File: config.mk
export PLATFORM = sky130hd
export DESIGN_NAME = ilv_irq_ctrl
export DESIGN_NICKNAME = d
export VERILOG_FILES = /design/src/rtl/ilv_irq_pkg.sv /design/src/rtl/ilv_irq_bank.sv /design/src/rtl/ilv_irq_merge.sv /design/src/rtl/ilv_irq_ctrl.sv
export SDC_FILE = /design/constraint.sdc
export NUM_CORES = 1
export LEC_CHECK = 0
export BUFFER_PORTS_ARGS = -buffer_cell sky130_fd_sc_hd__buf_2
export CORE_AREA = 2 2 59 61
export CTS_CLUSTER_SIZE = 24
export DETAILED_ROUTE_END_ITERATION = 16
export DIE_AREA = 0 0 61 63
export PLACE_DENSITY = 0.94
export RECOVER_POWER = 100
export SYNTH_ARGS = -nofsm -noshare
export SYNTH_HDL_FRONTEND = slang
export SYNTH_SLANG_ARGS = --single-unit
File: constraint.sdc
create_clock -name clk -period 2.2 [get_ports clk]
set_clock_uncertainty 0.1 [all_clocks]
set_input_delay 0.11 -clock clk [delete_from_list [all_inputs] [get_ports clk]]
set_output_delay 0.11 -clock clk [all_outputs]
set_load 0.01 [all_outputs]
File: src/rtl/ilv_irq_pkg.sv
package ilv_irq_pkg;
  localparam int DATA_W   = 32;
  localparam int GRP_W    = 3;
  localparam int ACK_OFS  = 1;
  localparam int MASK_OFS = 2;
  localparam int NSRC_A   = 9;
  localparam int NSRC_B   = 4;

  // Source ordering in register 0
  localparam int SA_XFER_DONE = 0;
  localparam int SA_BAD_ADDR  = 1;
  localparam int SA_TIMEOUT   = 2;
  localparam int SA_NAK_DEFER = 3;
  localparam int SA_BAD_COUNT = 4;
  localparam int SA_BUS_NACK  = 5;
  localparam int SA_BUS_DEFER = 6;
  localparam int SA_PLL_LOSS  = 7;
  localparam int SA_CHAN_ERR  = 8;

  // Source ordering in register 1
  localparam int SB_VID_READY = 0;
  localparam int SB_IDLE_SENT = 1;
  localparam int SB_FRAME_END = 2;
  localparam int SB_CRC_UPD   = 3;

  function automatic int stat_pos(input int idx);
    return GRP_W * idx;
  endfunction
endpackage

File: src/rtl/ilv_irq_bank.sv
module ilv_irq_bank
  import ilv_irq_pkg::*;
#(
  parameter int N_SRC = 4,
  parameter int W     = 32
) (
  input  logic             clk,
  input  logic             rst_n,
  input  logic             soft_clr,
  input  logic             wr_sel,
  input  logic [W-1:0]     wdata,
  input  logic [N_SRC-1:0] evt,
  output logic [N_SRC-1:0] status,
  output logic [N_SRC-1:0] mask,
  output logic [W-1:0]     rdata
);
  localparam int TOP_BIT = GRP_W * N_SRC - 1;

  logic [N_SRC-1:0] stat_nxt;
  logic [N_SRC-1:0] mask_nxt;
  logic [N_SRC-1:0] ack_hit;
  logic             mask_en;

  assign mask_en = wr_sel;

  always_comb begin
    for (int i = 0; i < N_SRC; i++) begin
      ack_hit[i]  = wr_sel & wdata[stat_pos(i) + ACK_OFS];
      mask_nxt[i] = wdata[stat_pos(i) + MASK_OFS];
      if (soft_clr)
        stat_nxt[i] = 1'b0;
      else
        stat_nxt[i] = evt[i] | (status[i] & ~ack_hit[i]);
    end
  end

  always_ff @(posedge clk or negedge rst_n) begin
    if (!rst_n) begin
      status <= '0;
      mask   <= '0;
    end else begin
      status <= stat_nxt;
      if (mask_en)
        mask <= mask_nxt;
    end
  end

  always_comb begin
    rdata = '0;
    for (int i = 0; i < N_SRC; i++) begin
      rdata[stat_pos(i)]            = status[i];
      rdata[stat_pos(i) + MASK_OFS] = mask[i];
    end
  end

  generate
    for (genvar g = 0; g < N_SRC; g++) begin : g_chk
      localparam int P = GRP_W * g;
      AST_EVT_SETS: assert property (@(posedge clk) disable iff (!rst_n)
        (evt[g] && !soft_clr) |=> status[g]);
      AST_ACK_CLEARS: assert property (@(posedge clk) disable iff (!rst_n)
        (wr_sel && wdata[P + ACK_OFS] && !evt[g] && !soft_clr) |=> !status[g]);
      AST_MASK_HOLD: assert property (@(posedge clk) disable iff (!rst_n)
        !wr_sel |=> $stable(mask[g]));
      AST_SOFT_CLR: assert property (@(posedge clk) disable iff (!rst_n)
        soft_clr |=> !status[g]);
      AST_NO_SW_SET: assert property (@(posedge clk) disable iff (!rst_n)
        !evt[g] |=> !$rose(status[g]));
    end
  endgenerate

  initial begin
    AST_FITS: assert (TOP_BIT < W);
  end
endmodule

File: src/rtl/ilv_irq_merge.sv
module ilv_irq_merge #(
  parameter int NA = 9,
  parameter int NB = 4
) (
  input  logic          clk,
  input  logic          rst_n,
  input  logic [NA-1:0] pend_a,
  input  logic [NB-1:0] pend_b,
  output logic          irq
);
  logic irq_nxt;
  logic irq_q;

  always_comb irq_nxt = (|pend_a) | (|pend_b);

  always_ff @(posedge clk or negedge rst_n) begin
    if (!rst_n) irq_q <= 1'b0;
    else        irq_q <= irq_nxt;
  end

  assign irq = irq_q;
endmodule

File: src/rtl/ilv_irq_ctrl.sv
module ilv_irq_ctrl
  import ilv_irq_pkg::*;
#(
  parameter int W  = DATA_W,
  parameter int NA = NSRC_A,
  parameter int NB = NSRC_B
) (
  input  logic          clk,
  input  logic          rst_n,
  input  logic          soft_clr,
  input  logic          reg_we,
  input  logic          reg_addr,
  input  logic [W-1:0]  reg_wdata,
  output logic [W-1:0]  reg_rdata,
  input  logic [NA-1:0] evt_a,
  input  logic [NB-1:0] evt_b,
  output logic          irq
);
  logic          sel_a, sel_b;
  logic [NA-1:0] stat_a, mask_a;
  logic [NB-1:0] stat_b, mask_b;
  logic [W-1:0]  rd_a, rd_b;

  assign sel_a = reg_we & ~reg_addr;
  assign sel_b = reg_we &  reg_addr;

  ilv_irq_bank #(.N_SRC(NA), .W(W)) u_bank_a (
    .clk(clk), .rst_n(rst_n), .soft_clr(soft_clr), .wr_sel(sel_a),
    .wdata(reg_wdata), .evt(evt_a), .status(stat_a), .mask(mask_a),
    .rdata(rd_a));

  ilv_irq_bank #(.N_SRC(NB), .W(W)) u_bank_b (
    .clk(clk), .rst_n(rst_n), .soft_clr(soft_clr), .wr_sel(sel_b),
    .wdata(reg_wdata), .evt(evt_b), .status(stat_b), .mask(mask_b),
    .rdata(rd_b));

  ilv_irq_merge #(.NA(NA), .NB(NB)) u_merge (
    .clk(clk), .rst_n(rst_n),
    .pend_a(stat_a & mask_a), .pend_b(stat_b & mask_b), .irq(irq));

  assign reg_rdata = reg_addr ? rd_b : rd_a;

  AST_IRQ_NEEDS_MASK: assert property (@(posedge clk) disable iff (!rst_n)
    (mask_a == '0 && mask_b == '0) |=> !irq);
  AST_IRQ_NEEDS_PEND: assert property (@(posedge clk) disable iff (!rst_n)
    (stat_a == '0 && stat_b == '0) |=> !irq);
endmodule

* After elaboration in Yosys (flattened, before gate mapping) *
Cells that the tools add are included.

word-level totals
  register bits after elaboration = 27
  input port bits = 50
  output and inout port bits = 33
  logic and storage cells = 79

operators by class
  muxes and demuxes = 14
  bitwise operators = 58
  reductions and logical operators = 2

operators by type and width
  cell                number
  bitwise AND 1 bit   28
  2-to-1 mux 27 bit   1
  NOT 1 bit           14
  bitwise OR 1 bit    14
  2-to-1 mux 1 bit    13
  bitwise AND 9 bit   1
  OR reduction 9 bit  1
  bitwise AND 4 bit   1
  OR reduction 4 bit  1

* Depth between registers and ports, before layout *
Gate-level depths: netlist (run 1).

  word-level depth = 7
  depth in mapped cells = 4
  gate-level depth less buffers = 3

* Hierarchy *
A second synthesis (run 1) with hierarchy kept.

unflattened totals
  cells, all modules = 205
  area, all modules = 2255.9 µm²

modules (own cells, without submodules)
  module                    times used  cells an instance  area an instance (µm²)  sequential area each (µm²)
  ilv_irq_bank at u_bank_a  1           90                 984.7                   450.4
  ilv_irq_ctrl              1           51                 625.6                   0.0
  ilv_irq_bank at u_bank_b  1           58                 593.1                   200.2
  ilv_irq_merge             1           6                  52.6                    25.0

* Worst setup path after synthesis (run 1) *
No wires, ideal clock.

  kind = register to register
  from = register u_bank_a.status[1]
  to = register u_merge.irq_q, in the netlist u_merge.irq
  library setup time = 0.133 ns
  arrival time = 0.884 ns
  required time = 1.967 ns
  setup slack = 1.083 ns
  cell stages (with the launch flop) = 4
  buffers on the path = 0
  clock period less this slack = 1.117 ns
  path through = dfrtp_1 -> a222oi_1 -> and3_1 -> nand3_1

on the way
  word-level cells in the longest chain between the ends = 3

ends and longest elaborated chain
  item                    line                 text
  start, declared         ilv_irq_bank.sv:13   output logic [N_SRC-1:0] status,
  start signal, assigned  ilv_irq_bank.sv:42   status <= stat_nxt;
  bitwise AND 9 bit       ilv_irq_ctrl.sv:39   .pend_a(stat_a & mask_a), .pend_b(stat_b & mask_b), .irq(irq));
  OR reduction 9 bit      ilv_irq_merge.sv:14  always_comb irq_nxt = (|pend_a) | (|pend_b);
  bitwise OR 1 bit        ilv_irq_merge.sv:14
  net u_merge.irq_nxt     ilv_irq_merge.sv:11  logic irq_nxt;
  end signal, assigned    ilv_irq_merge.sv:18  else irq_q <= irq_nxt;
  end, declared           ilv_irq_merge.sv:12  logic irq_q;

The timed path passes the listed nets, and every way through them passes these cells.
A chain may end at the register's enable or synchronous reset.

* Worst setup path in the final report (run 1) *
  from = input port reg_addr
  to = output port reg_rdata[0]

on the way
  word-level cells in the longest chain between the ends = 1

ends and longest elaborated chain
  item               line                text
  start, declared    ilv_irq_ctrl.sv:12  input logic reg_addr,
  2-to-1 mux 27 bit  ilv_irq_ctrl.sv:41  assign reg_rdata = reg_addr ? rd_b : rd_a;
  end, declared      ilv_irq_ctrl.sv:14  output logic [W-1:0] reg_rdata,

No other way between the ends.

==> results of run 1 <==
## stage by stage
stage / setup slack [ns] / instance area, um^2 / total power [uW]
floorplan: 1.08 / 1480 / 774
global placement: 0.756 / 1680 / 856
detailed placement: 0.714 / 1680 / 867
CTS: 0.812 / 1940 / 1110
global route: 0.429 / 1890 / 1150
finish: 0.527 / 1890 / 1070
## kinds of logic after synthesis
kind of cell,Yosys count
simple gates,40
mux,21
flops,27
buf+inv,20
other cells,1
compound gates,19
## flip-flops by register name, summed over array words and instances (netlist names)
signal           cells
u_bank_a.mask        9
u_bank_a.status      9
u_bank_b.mask        4
u_bank_b.status      4
u_merge.irq          1
## critical path: cells and delay by family
kind,cells,cell delay [ns]
buffers and inverters,3,0.98
muxes,1,0.37
## Yosys cell counts
library cell               count  area, um^2
sky130_fd_sc_hd__clkbuf_1      2        7.51
sky130_fd_sc_hd__conb_1        1        3.75
sky130_fd_sc_hd__nand2_1       1        3.75
sky130_fd_sc_hd__nand3b_1      9        67.6
sky130_fd_sc_hd__buf_6         1        11.3
sky130_fd_sc_hd__clkbuf_2      1        5.00
sky130_fd_sc_hd__a221oi_1      1        8.76
sky130_fd_sc_hd__a22oi_1       3        22.5
sky130_fd_sc_hd__nor2_1       13        48.8
sky130_fd_sc_hd__a22o_1        1        8.76
sky130_fd_sc_hd__buf_4        14         105
sky130_fd_sc_hd__and3_1        1        6.26
sky130_fd_sc_hd__a222oi_1      1        10.0
sky130_fd_sc_hd__nand3_1       5        25.0
sky130_fd_sc_hd__mux2_2       12         135
sky130_fd_sc_hd__buf_2         2        10.0
sky130_fd_sc_hd__nor2b_1      10        62.6
sky130_fd_sc_hd__nor2b_2       1        8.76
sky130_fd_sc_hd__dfrtp_1      27         676
sky130_fd_sc_hd__mux2_4        9         135
sky130_fd_sc_hd__a21oi_1      13        65.1
## layer usage
layer,vias to the layer above,wire length [um]
met5,-,0
met4,0,13
met3,2,158
met2,46,1870
met1,564,1420
li1,577,-
## area by class of cell
class | count | area [um^2] | area share
flip-flops and latches | 27 | 676 | 0.357
well taps | 46 | 57.6 | 0.0304
clock buffers | 3 | 22.5 | 0.0119
repair buffers | 80 | 499 | 0.264
clock inverters | 1 | 5.00 | 0.00265
multi-input cells | 94 | 632 | 0.334
## power breakdown
part	switching, uW	internal [uW]
logic	125	148
registers	44.1	550
clock network	139	68.0
## cells in the final DEF (no fill, tap or decap), drive strengths merged
master	instances
buf	35
dfrtp	27
dlygate4sd3	24
clkbuf	24
mux2	21
conb	14
a21oi	13
nor2	13
nor2b	11
nand3b	9
nand3	5
a22oi	3
a222oi	1
and3	1
a22o	1
a221oi	1
nand2	1
clkinv	1
## worst max-delay path by stage
stage / cells after the start / slack (ns) / to
floorplan: 3 / 1.08 / u_merge.irq$_DFF_PN0_
global placement: 3 / 0.76 / u_bank_a.mask[1]$_DFFE_PN0N_
detailed placement: 3 / 0.71 / u_bank_a.mask[1]$_DFFE_PN0N_
CTS: 2 / 0.81 / reg_rdata[5]
global route: 4 / 0.43 / reg_rdata[8]
finish: 4 / 0.53 / reg_rdata[0]
## timing repair
item,4_1_cts,5_1_grt
endpoints found under the hold margin,53,2
hold buffers,23,1
endpoints found under the setup margin,0,0
==> metrics.yaml, run 1 <==
floorplan:
  row_cnt: 21
  die_height_um: 63
  top_level_ports: 83
  initial_utilization: 0.441
  floorplan.die_area_um2: 3840
  die-width_um: 61
  core_area_um2: 3230
global_route:
  grt_antenna_before_repair: 0
  grtUsageMet3: 0.0269
  wire_length_of_the_first_global_routing_pass_um: 5620
  use_met1: 0.248
  globalRoute.totalOverflow: 0
  global_route.usage.met2: 0.344
  grt_start_max_net_pins: 28
  gr-usage-all-layers: 0.194
  grt_pass1_vias: 1207
  top_usage_layer: "met2"
setup_path:
  cp.arrival_ns: 1.46
  crit_slowest_cell: "sky130_fd_sc_hd__clkbuf_1"
  crit-reg2reg-capture: "u_merge.irq$_DFF_PN0_"
  worst-setup-path-type: "in2out"
  critPathCaptureType: "primary output"
  worst-path-max-fanout: 18
  slowest_delay_ns: 0.51
  timing.rr.start: "u_bank_a.status[1]$_DFF_PN0_"
  worst_ep_required_time_ns: 1.99
  critPathLaunch: "reg_addr"
  reg2reg_depth: 3
  setup.worst_path.start_class: "input port"
  crit_path_cell_trace: "clkbuf_1 > buf_4 > mux2_2 > clkbuf_1"
  ff2ff_setup_slack_ns: 0.94
  critical-path-top-cell-by-count: "sky130_fd_sc_hd__clkbuf_1"
detailed_routing:
  antenna_violating_nets_left: 0
  post_drt_via_cell_ratio: 4.74
  drt_pass1_iterations: 4
  drt_iter0_markers: 29
  post_drt_wl_per_cell_um: 13.8
  post-route-drc-count: 0
  via_count: 1189
  routed_wl_um: 3460
run:
  drv.max_cap_violation_count: 0
finish:
  diodes: 0
  num-nets-final: 256
  drive_above_1_share: 0.293
  area_growth_pct: 32.6
  stdcell_count: 251
  end_of_flow_core_utilization: 0.585
  nFillCells: 316
sta:
  hold-worst-slack_ns: 0.0240
  hold_viol_final: 0
  fmax_ghz: 0.598
  period_share: 0.760
  max_slew_margin: 0.383
  unrepaired_setup_endpoints_after_global_routing: "no"
  slew_viol_final: 0
  final-setup-viol-count: 0
  totalNegativeSetupSlack_ns: 0
  period_needed_ns: 1.67
  worstMarginPinSlew_ns: 0.924
worst_hold_path:
  destination_of_the_worst_hold_path: "u_bank_a.status[7]$_DFF_PN0_"
  worst_min_delay_path_category: "in2reg"
  min_from: "reg_wdata[22]"
  whs_path_depth: 4
clock_network:
  cts.repair.resized: 0
  cts_max_level: 1
  cts_sinks: 27
  clock_tree.buffer_depth: 2
  clkLatencyLatePin_ns: 0.31
  post-cts-setup-buffers: 0
  clk_root_buffer_cell: "sky130_fd_sc_hd__clkbuf_4"
  clock_transition_at_the_registers_of_the_reported_paths_ns: 0.14
  number_of_buffers_created_by_cts: 3
  cts_tree: "done"
power:
  vdd.ir_drop.worst_mv: 0.279
  leakage_uw: 0.000854
  power_density_nw_per_um2: 568
synth:
  mappedNetlistArea_um2: 1430
  synth_adder_area_share: 0
  muxShareOfSynthArea: 0.189
  synthesized_area_fraction_occupied_by_ao_oa_aoi_and_oai_cells: 0.0807
  synth_top_family_by_area: "multiplexers"
  seq_area_frac_synth: 0.474
  synth_cell_types: 21
  post_synth_inst_count: 128
  postSynthAreaPerCell_um2: 11.1
  yosys.area_share.xor_xnor: 0
  ys_warn_count: 0
  synth_simple_gate_area_share: 0.156
  number_of_synthesized_register_bits: 27
placement:
  number_of_port_buffers: 54
  detailed_place_hpwl_um: 2380
  dp.cells: 223
  gp_congestion: 0.784
status:
  outcome: "finished clean"
Power figures use the tool's default switching activity.
==> run 2, diff against run 1 <==
- ABC_AREA: unset -> 1
- CORE_AREA: 2 2 59 61 -> 2 2 65 67
- DIE_AREA: 0 0 61 63 -> 0 0 67 69
- PLACE_DENSITY: 0.94 -> 0.84
- clock period: 2.2 -> 1.45 ns (I/O delays scaled with it)
==> run 2 against run 1 <==
Net effect: die area is 20% higher; cell area up 8.2%; worst hold slack better by 0.030 ns; global-route usage down 2.4 points; via count rose by 27%; combinational power grew 55%; wire length increased by 11%; synthesized cell count is 57% higher; worst setup slack got worse by 0.47 ns; flip-flop and latch count is the same; area after synthesis rose by 2.4%; critical path depth grew 1; critical path type is now in2reg; largest cell class unchanged; largest power group unchanged; highest routed layer unchanged.
==> metrics.yaml, run 2 <==
sta:
  fmax_ghz: 0.719
  totalNegativeSetupSlack_ns: 0
  worstMarginPinSlew_ns: 0.662
  max_slew_margin: 0.559
  period_share: 0.959
  slew_viol_final: 0
  unrepaired_setup_endpoints_after_global_routing: "no"
  hold-worst-slack_ns: 0.0541
  period_needed_ns: 1.39
  final-setup-viol-count: 0
  hold_viol_final: 0
detailed_routing:
  antenna_violating_nets_left: 0
  routed_wl_um: 3830
  top_signal_layer_used: "met4"
  post_drt_wl_per_cell_um: 11.3
  post_drt_via_cell_ratio: 4.48
  wl_met3_um: 239
  post-route-drc-count: 0
  via_count: 1513
  met1_length_um: 1530
  wl_met2_um: 2020
  drt_pass1_iterations: 4
  drt_iter0_markers: 31
synth:
  synth-async-reset-ratio: 1.00
  netlist_top_cells_area: "sky130_fd_sc_hd__dfrtp_1 (46%), sky130_fd_sc_hd__nand2_1 (18%), sky130_fd_sc_hd__buf_4 (8.2%), sky130_fd_sc_hd__inv_1 (7.5%), sky130_fd_sc_hd__a21oi_1 (4.5%)"
  synth_top_cells_by_count: "sky130_fd_sc_hd__nand2_1 (71), sky130_fd_sc_hd__inv_1 (29), sky130_fd_sc_hd__dfrtp_1 (27)"
  synth.most_common_cell: "sky130_fd_sc_hd__nand2_1"
  synth_cell_types: 16
  ys_warn_count: 0
  mappedNetlistArea_um2: 1460
  postSynthAreaPerCell_um2: 7.26
  post_synth_inst_count: 201
  number_of_synthesized_register_bits: 27
  number_of_enable_type_register_cells_in_the_synthesized_netlist: 0
  post-synth-top-area-cell: "sky130_fd_sc_hd__dfrtp_1"
  synth_flop_cell: "sky130_fd_sc_hd__dfrtp_1"
  synth_top_area_share: 0.463
  seq_area_frac_synth: 0.463
finish:
  layout.cells.most_common_list: "sky130_fd_sc_hd__nand2_1 (71), sky130_fd_sc_hd__buf_2 (34), sky130_fd_sc_hd__dlygate4sd3_1 (32)"
  num-nets-final: 339
  drive_above_1_share: 0.153
  diodes: 0
  nFillCells: 408
  top_regs: "u_bank_a.mask (9), u_bank_a.status (9)"
  most_common_cell_after_layout_fill_and_taps_aside: "sky130_fd_sc_hd__nand2_1"
  stdcell_count: 338
  area_growth_pct: 40.2
floorplan:
  core_area_um2: 3910
  row_cnt: 23
  die-width_um: 67
  top_level_ports: 83
  floorplan.die_area_um2: 4620
  initial_utilization: 0.373
  die_height_um: 69
setup_path:
  ff2ff_setup_slack_ns: 0.11
  worst-path-max-fanout: 1
  timing.rr.start: "u_bank_a.status[1]$_DFF_PN0_"
  worst_ep_required_time_ns: 1.50
  reg2reg_depth: 3
  setup.worst_path.start_class: "input port"
  critPathCaptureType: "flop"
  slowest_delay_ns: 0.57
  critical-path-top-delay-family: "buffers and inverters"
  crit_path_cell_trace: "dlygate4sd3_1 > buf_2 > inv_1 > a21oi_1 > dlygate4sd3_1"
  crit-reg2reg-capture: "u_bank_a.status[1]$_DFF_PN0_"
  critical-path-top-cell-by-count: "sky130_fd_sc_hd__dlygate4sd3_1"
  cp.arrival_ns: 1.44
  crit_slowest_cell: "sky130_fd_sc_hd__dlygate4sd3_1"
  worst-setup-path-type: "in2reg"
  critical_path_buf_inv_count: 4
power:
  vdd.ir_drop.worst_mv: 0.490
  leakage_uw: 0.00110
  power_density_nw_per_um2: 841
clock_network:
  clock_tree.buffer_depth: 2
  number_of_buffers_created_by_cts: 3
  cts_sinks: 27
  cts.repair.resized: 0
  clock_transition_at_the_registers_of_the_reported_paths_ns: 0.09
  clkLatencyLatePin_ns: 0.27
  post-cts-setup-buffers: 0
  cts_max_level: 1
  number_of_buffers_inserted_by_hold_repair_at_cts: 32
  cts_tree: "done"
  clk_root_buffer_cell: "sky130_fd_sc_hd__clkbuf_8"
placement:
  dp.cells: 302
  detailed_place_hpwl_um: 2630
  number_of_port_buffers: 54
  gp_congestion: 0.767
global_route:
  grt_start_max_net_pins: 28
  wire_length_of_the_first_global_routing_pass_um: 6210
  grt_antenna_before_repair: 0
  globalRoute.totalOverflow: 0
  grt_pass1_vias: 1461
  gr-usage-all-layers: 0.170
run:
  drv.max_cap_violation_count: 0
worst_hold_path:
  worst_min_delay_path_category: "in2reg"
  min_from: "reg_wdata[4]"
  destination_of_the_worst_hold_path: "u_bank_b.status[1]$_DFF_PN0_"
  whs_path_depth: 4
status:
  outcome: "finished clean"
[run 2: changes by cell type after synthesis, moves of 2 or more]
cell | previous run | this run
sky130_fd_sc_hd__inv_2 | 0 | 2
sky130_fd_sc_hd__nor2_1 | 13 | 16
sky130_fd_sc_hd__nand3b_1 | 9 | 0
sky130_fd_sc_hd__mux2_4 | 9 | 0
sky130_fd_sc_hd__mux2_2 | 12 | 0
sky130_fd_sc_hd__nand2_1 | 1 | 71
sky130_fd_sc_hd__o21ai_2 | 0 | 4
sky130_fd_sc_hd__buf_4 | 14 | 16
sky130_fd_sc_hd__o21ai_0 | 0 | 12
sky130_fd_sc_hd__inv_1 | 0 | 29
sky130_fd_sc_hd__nor2b_1 | 10 | 0
sky130_fd_sc_hd__a22oi_1 | 3 | 0
[run 2: power by group]
| group | switching (uW) | internal [uW] |
|---|---|---|
| Clock | 222 | 197 |
| Combinational | 233 | 188 |
| Sequential | 54.6 | 828 |
| Total | 510 | 1210 |
[run 2: layout make-up]
class | count | area, um^2 | share of cell area
flip-flops and latches | 27 | 676 | 0.330
repair buffers | 89 | 586 | 0.286
multi-input cells | 136 | 556 | 0.271
inverters | 32 | 123 | 0.0599
well taps | 50 | 62.6 | 0.0306
clock buffers | 4 | 45.0 | 0.0220
[run 2: cells by family (layout without fill, tap and decap cells)]
kind of cell           Yosys count  count (layout)  share of synthesized area
AND/OR/NAND/NOR                 93              93                      0.245
buffers and inverters           51             125                      0.180
AO/OA/AOI/OAI                   29              29                      0.110
flip-flops                      27              27                      0.463
other                            1              14                    0.00257
[run 2: metrics by stage]
stage	power [uW]	setup slack (ns)	area [um^2]	utilization
3_3_place_gp	1250	0.409	1720	0.441
2_1_floorplan	1130	0.570	1510	-
3_5_place_dp	1270	0.364	1720	0.441
5_1_grt	1830	0.0435	2050	0.523
4_1_cts	1760	0.117	2090	0.534
6_report	1720	0.0588	2050	0.523
[run 2: how the worst max path moves through the flow]
| stage | start | to | slack (ns) | depth (start not counted) |
|---|---|---|---|---|
| after floorplan | u_bank_a.status[0]$_DFF_PN0_ | u_merge.irq$_DFF_PN0_ | 0.57 | 6 |
| after global placement | reg_addr | reg_rdata[5] | 0.41 | 4 |
| after detailed placement | reg_addr | u_bank_b.status[0]$_DFF_PN0_ | 0.36 | 5 |
| after CTS | evt_a[4] | u_bank_a.status[4]$_DFF_PN0_ | 0.12 | 5 |
| after global routing | reg_addr | u_bank_a.status[4]$_DFF_PN0_ | 0.04 | 7 |
| final | evt_a[7] | u_bank_a.status[7]$_DFF_PN0_ | 0.06 | 5 |
[run 2: worst min-delay path, delay by kind of cell]
kind | cells | cell delay, ns
AO/OA/AOI/OAI | 1 | 0.06
buffers and inverters | 1 | 0.10
AND/OR/NAND/NOR | 2 | 0.15
[run 2: layer usage]
layer	global-route usage	vias to the layer above
li1	-	747
met1	0.213	708
met2	0.296	51
met3	0.0326	7
met4	0.0408	0
met5	0	-
==> run 3, diff against run 2 <==
- BUFFER_PORTS_ARGS: -buffer_cell sky130_fd_sc_hd__buf_2 -> unset
- CORE_AREA: 2 2 65 67 -> 2 2 58 60
- DIE_AREA: 0 0 67 69 -> 0 0 60 62
- DONT_BUFFER_PORTS: unset -> 1
- PLACE_DENSITY: 0.84 -> 0.74
- clock period: 1.45 -> 1.3 ns (I/O delays scaled with it)
==> run 3 against run 2 <==
Net effect: register-to-register slack improved by 0.18 ns; flip-flop and latch count unchanged; worst hold slack got worse by 0.040 ns; utilization increased by 7.4 points; sequential power increased by 12%; critical endpoint is now u_bank_a.mask[7]$_DFFE_PN0N_; highest routed layer unchanged.
==> metrics.yaml, run 3 (synthesis gave the netlist of run 2 again) <==
setup_path:
  setup.worst_path.start_class: "input port"
  ff2ff_setup_slack_ns: 0.29
  crit-reg2reg-capture: "u_merge.irq$_DFF_PN0_"
  worst-setup-path-type: "in2reg"
  timing.rr.start: "u_bank_a.status[0]$_DFF_PN0_"
  worst_ep_required_time_ns: 1.42
  cp.arrival_ns: 1.33
  reg2reg_depth: 6
  crit_path_end: "u_bank_a.mask[7]$_DFFE_PN0N_"
  worst-path-max-fanout: 1
  critPathCaptureType: "flop"
  critPathLaunch: "reg_wdata[23]"
power:
  power_density_nw_per_um2: 916
  clkPwrFrac: 0.203
  p_int_uw: 1210
  totalPowerFinal_uw: 1740
  switching_share: 0.305
  power_frac_seq: 0.566
  share_comb_of_total_power: 0.230
  leakage_uw: 0.000970
  vdd.ir_drop.worst_mv: 0.532
  power.switching_uw: 530
placement:
  gp_congestion: 0.788
  detailed_place_hpwl_um: 2240
  number_of_port_buffers: 0
  dp.cells: 243
floorplan:
  die-width_um: 60
  initial_utilization: 0.459
  floorplan.die_area_um2: 3720
  top_level_ports: 83
  die_height_um: 62
  core_area_um2: 3180
  row_cnt: 21
clock_network:
  cts_tree: "done"
  clkLatencyLatePin_ns: 0.32
  cts_sinks: 27
  cts_max_level: 1
  clock_tree.buffer_depth: 2
  clock_transition_at_the_registers_of_the_reported_paths_ns: 0.15
  number_of_buffers_created_by_cts: 3
  clk_root_buffer_cell: "sky130_fd_sc_hd__clkbuf_4"
run:
  drv.max_cap_violation_count: 0
global_route:
  globalRoute.totalOverflow: 0
  grt_pass1_vias: 1288
  wire_length_of_the_first_global_routing_pass_um: 5940
  gr-usage-all-layers: 0.219
  grt_antenna_before_repair: 0
  grt_start_max_net_pins: 28
finish:
  diodes: 0
  area_growth_pct: 30.1
  most_common_cell_after_layout_fill_and_taps_aside: "sky130_fd_sc_hd__nand2_1"
  stdcell_count: 292
  num-nets-final: 297
  drive_above_1_share: 0.0447
  layout.cells.most_common_list: "sky130_fd_sc_hd__nand2_1 (71), sky130_fd_sc_hd__dlygate4sd3_1 (44), sky130_fd_sc_hd__inv_1 (29)"
  top_regs: "u_bank_a.mask (9), u_bank_a.status (9)"
detailed_routing:
  drt_pass1_iterations: 4
  post_drt_via_cell_ratio: 4.77
  via_count: 1392
  drt_iter0_markers: 47
  antenna_violating_nets_left: 0
  post_drt_wl_per_cell_um: 13.3
  routed_wl_um: 3880
  post-route-drc-count: 0
sta:
  fmax_ghz: 0.828
  max_slew_margin: 0.554
  totalNegativeSetupSlack_ns: 0
  period_share: 0.929
  slew_viol_final: 0
  period_needed_ns: 1.21
  hold-worst-slack_ns: 0.0139
  hold_viol_final: 0
  unrepaired_setup_endpoints_after_global_routing: "no"
  final-setup-viol-count: 0
  worstMarginPinSlew_ns: 0.668
worst_hold_path:
  worst_min_delay_path_category: "in2reg"
status:
  outcome: "finished clean"
-- run 3: cell types whose count changed in the layout (fill, tap and decap cells not counted), sizes merged --
cell / previous run / this run
buf: 36 / 2
clkbuf: 25 / 4
clkinv: 0 / 1
dlygate4sd3: 32 / 44
-- run 3: stage by stage --
stage,util,setup WS [ns],area (um^2)
finish,0.597,0.0925,1900
global route,0.597,0.0493,1900
CTS,0.607,0.0237,1930
detailed placement,0.453,0.299,1440
global placement,0.453,0.319,1440
floorplan,-,0.420,1510
-- run 3: critical path, stage by stage --
cell and delay (ns):
sky130_fd_sc_hd__dlygate4sd3_1 0.55, sky130_fd_sc_hd__nand2_1 0.08, sky130_fd_sc_hd__dlygate4sd3_1 0.56, sky130_fd_sc_hd__o21ai_0 0.08
-- run 3: timing repair --
action                                  4_1_cts  5_1_grt
endpoints found under the setup margin        0        2
gates resized for setup                       0        2
hold buffers                                 45        0
setup buffers                                 0        0
hold endpoints to repair                     53        0
-- run 3: area by class of cell --
cell class | instances | area, um^2
fill | 314 | 1280
sequential | 27 | 676
multi-input combinational | 136 | 556
timing repair buffer | 47 | 460
inverter | 32 | 123
tap | 46 | 57.6
clock buffer | 3 | 22.5
clock inverter | 1 | 5.00
-- run 3: worst min-delay path by stage --
stage	startpoint	endpoint	slack, ns	depth (start not counted)
3_5_place_dp	rst_n	u_bank_a.status[0]$_DFF_PN0_	-0.33	0
2_1_floorplan	rst_n	u_bank_a.mask[0]$_DFFE_PN0N_	-0.33	0
3_3_place_gp	rst_n	u_bank_a.mask[0]$_DFFE_PN0N_	-0.33	0
4_1_cts	reg_addr	u_bank_a.mask[1]$_DFFE_PN0N_	0.0005	4
5_1_grt	reg_addr	u_bank_a.mask[2]$_DFFE_PN0N_	0.02	4
6_report	reg_addr	u_bank_a.mask[8]$_DFFE_PN0N_	0.01	3
-- run 3: metal layers --
metal  global-route usage  up-vias  share of wire
met1                0.258      661           0.39
met4               0.0794        0          0.019
li1                     -      671              -
met2                0.396       52           0.53
met5                    0        -              0
met3               0.0435        8          0.062
-- run 3: power groups by stage --
stage	Combinational (uW)	Sequential, uW	Clock, uW
after global placement	262	1000	0
after global routing	460	997	391
final	401	986	354
after CTS	409	985	365
after floorplan	274	986	0
after detailed placement	272	1000	0
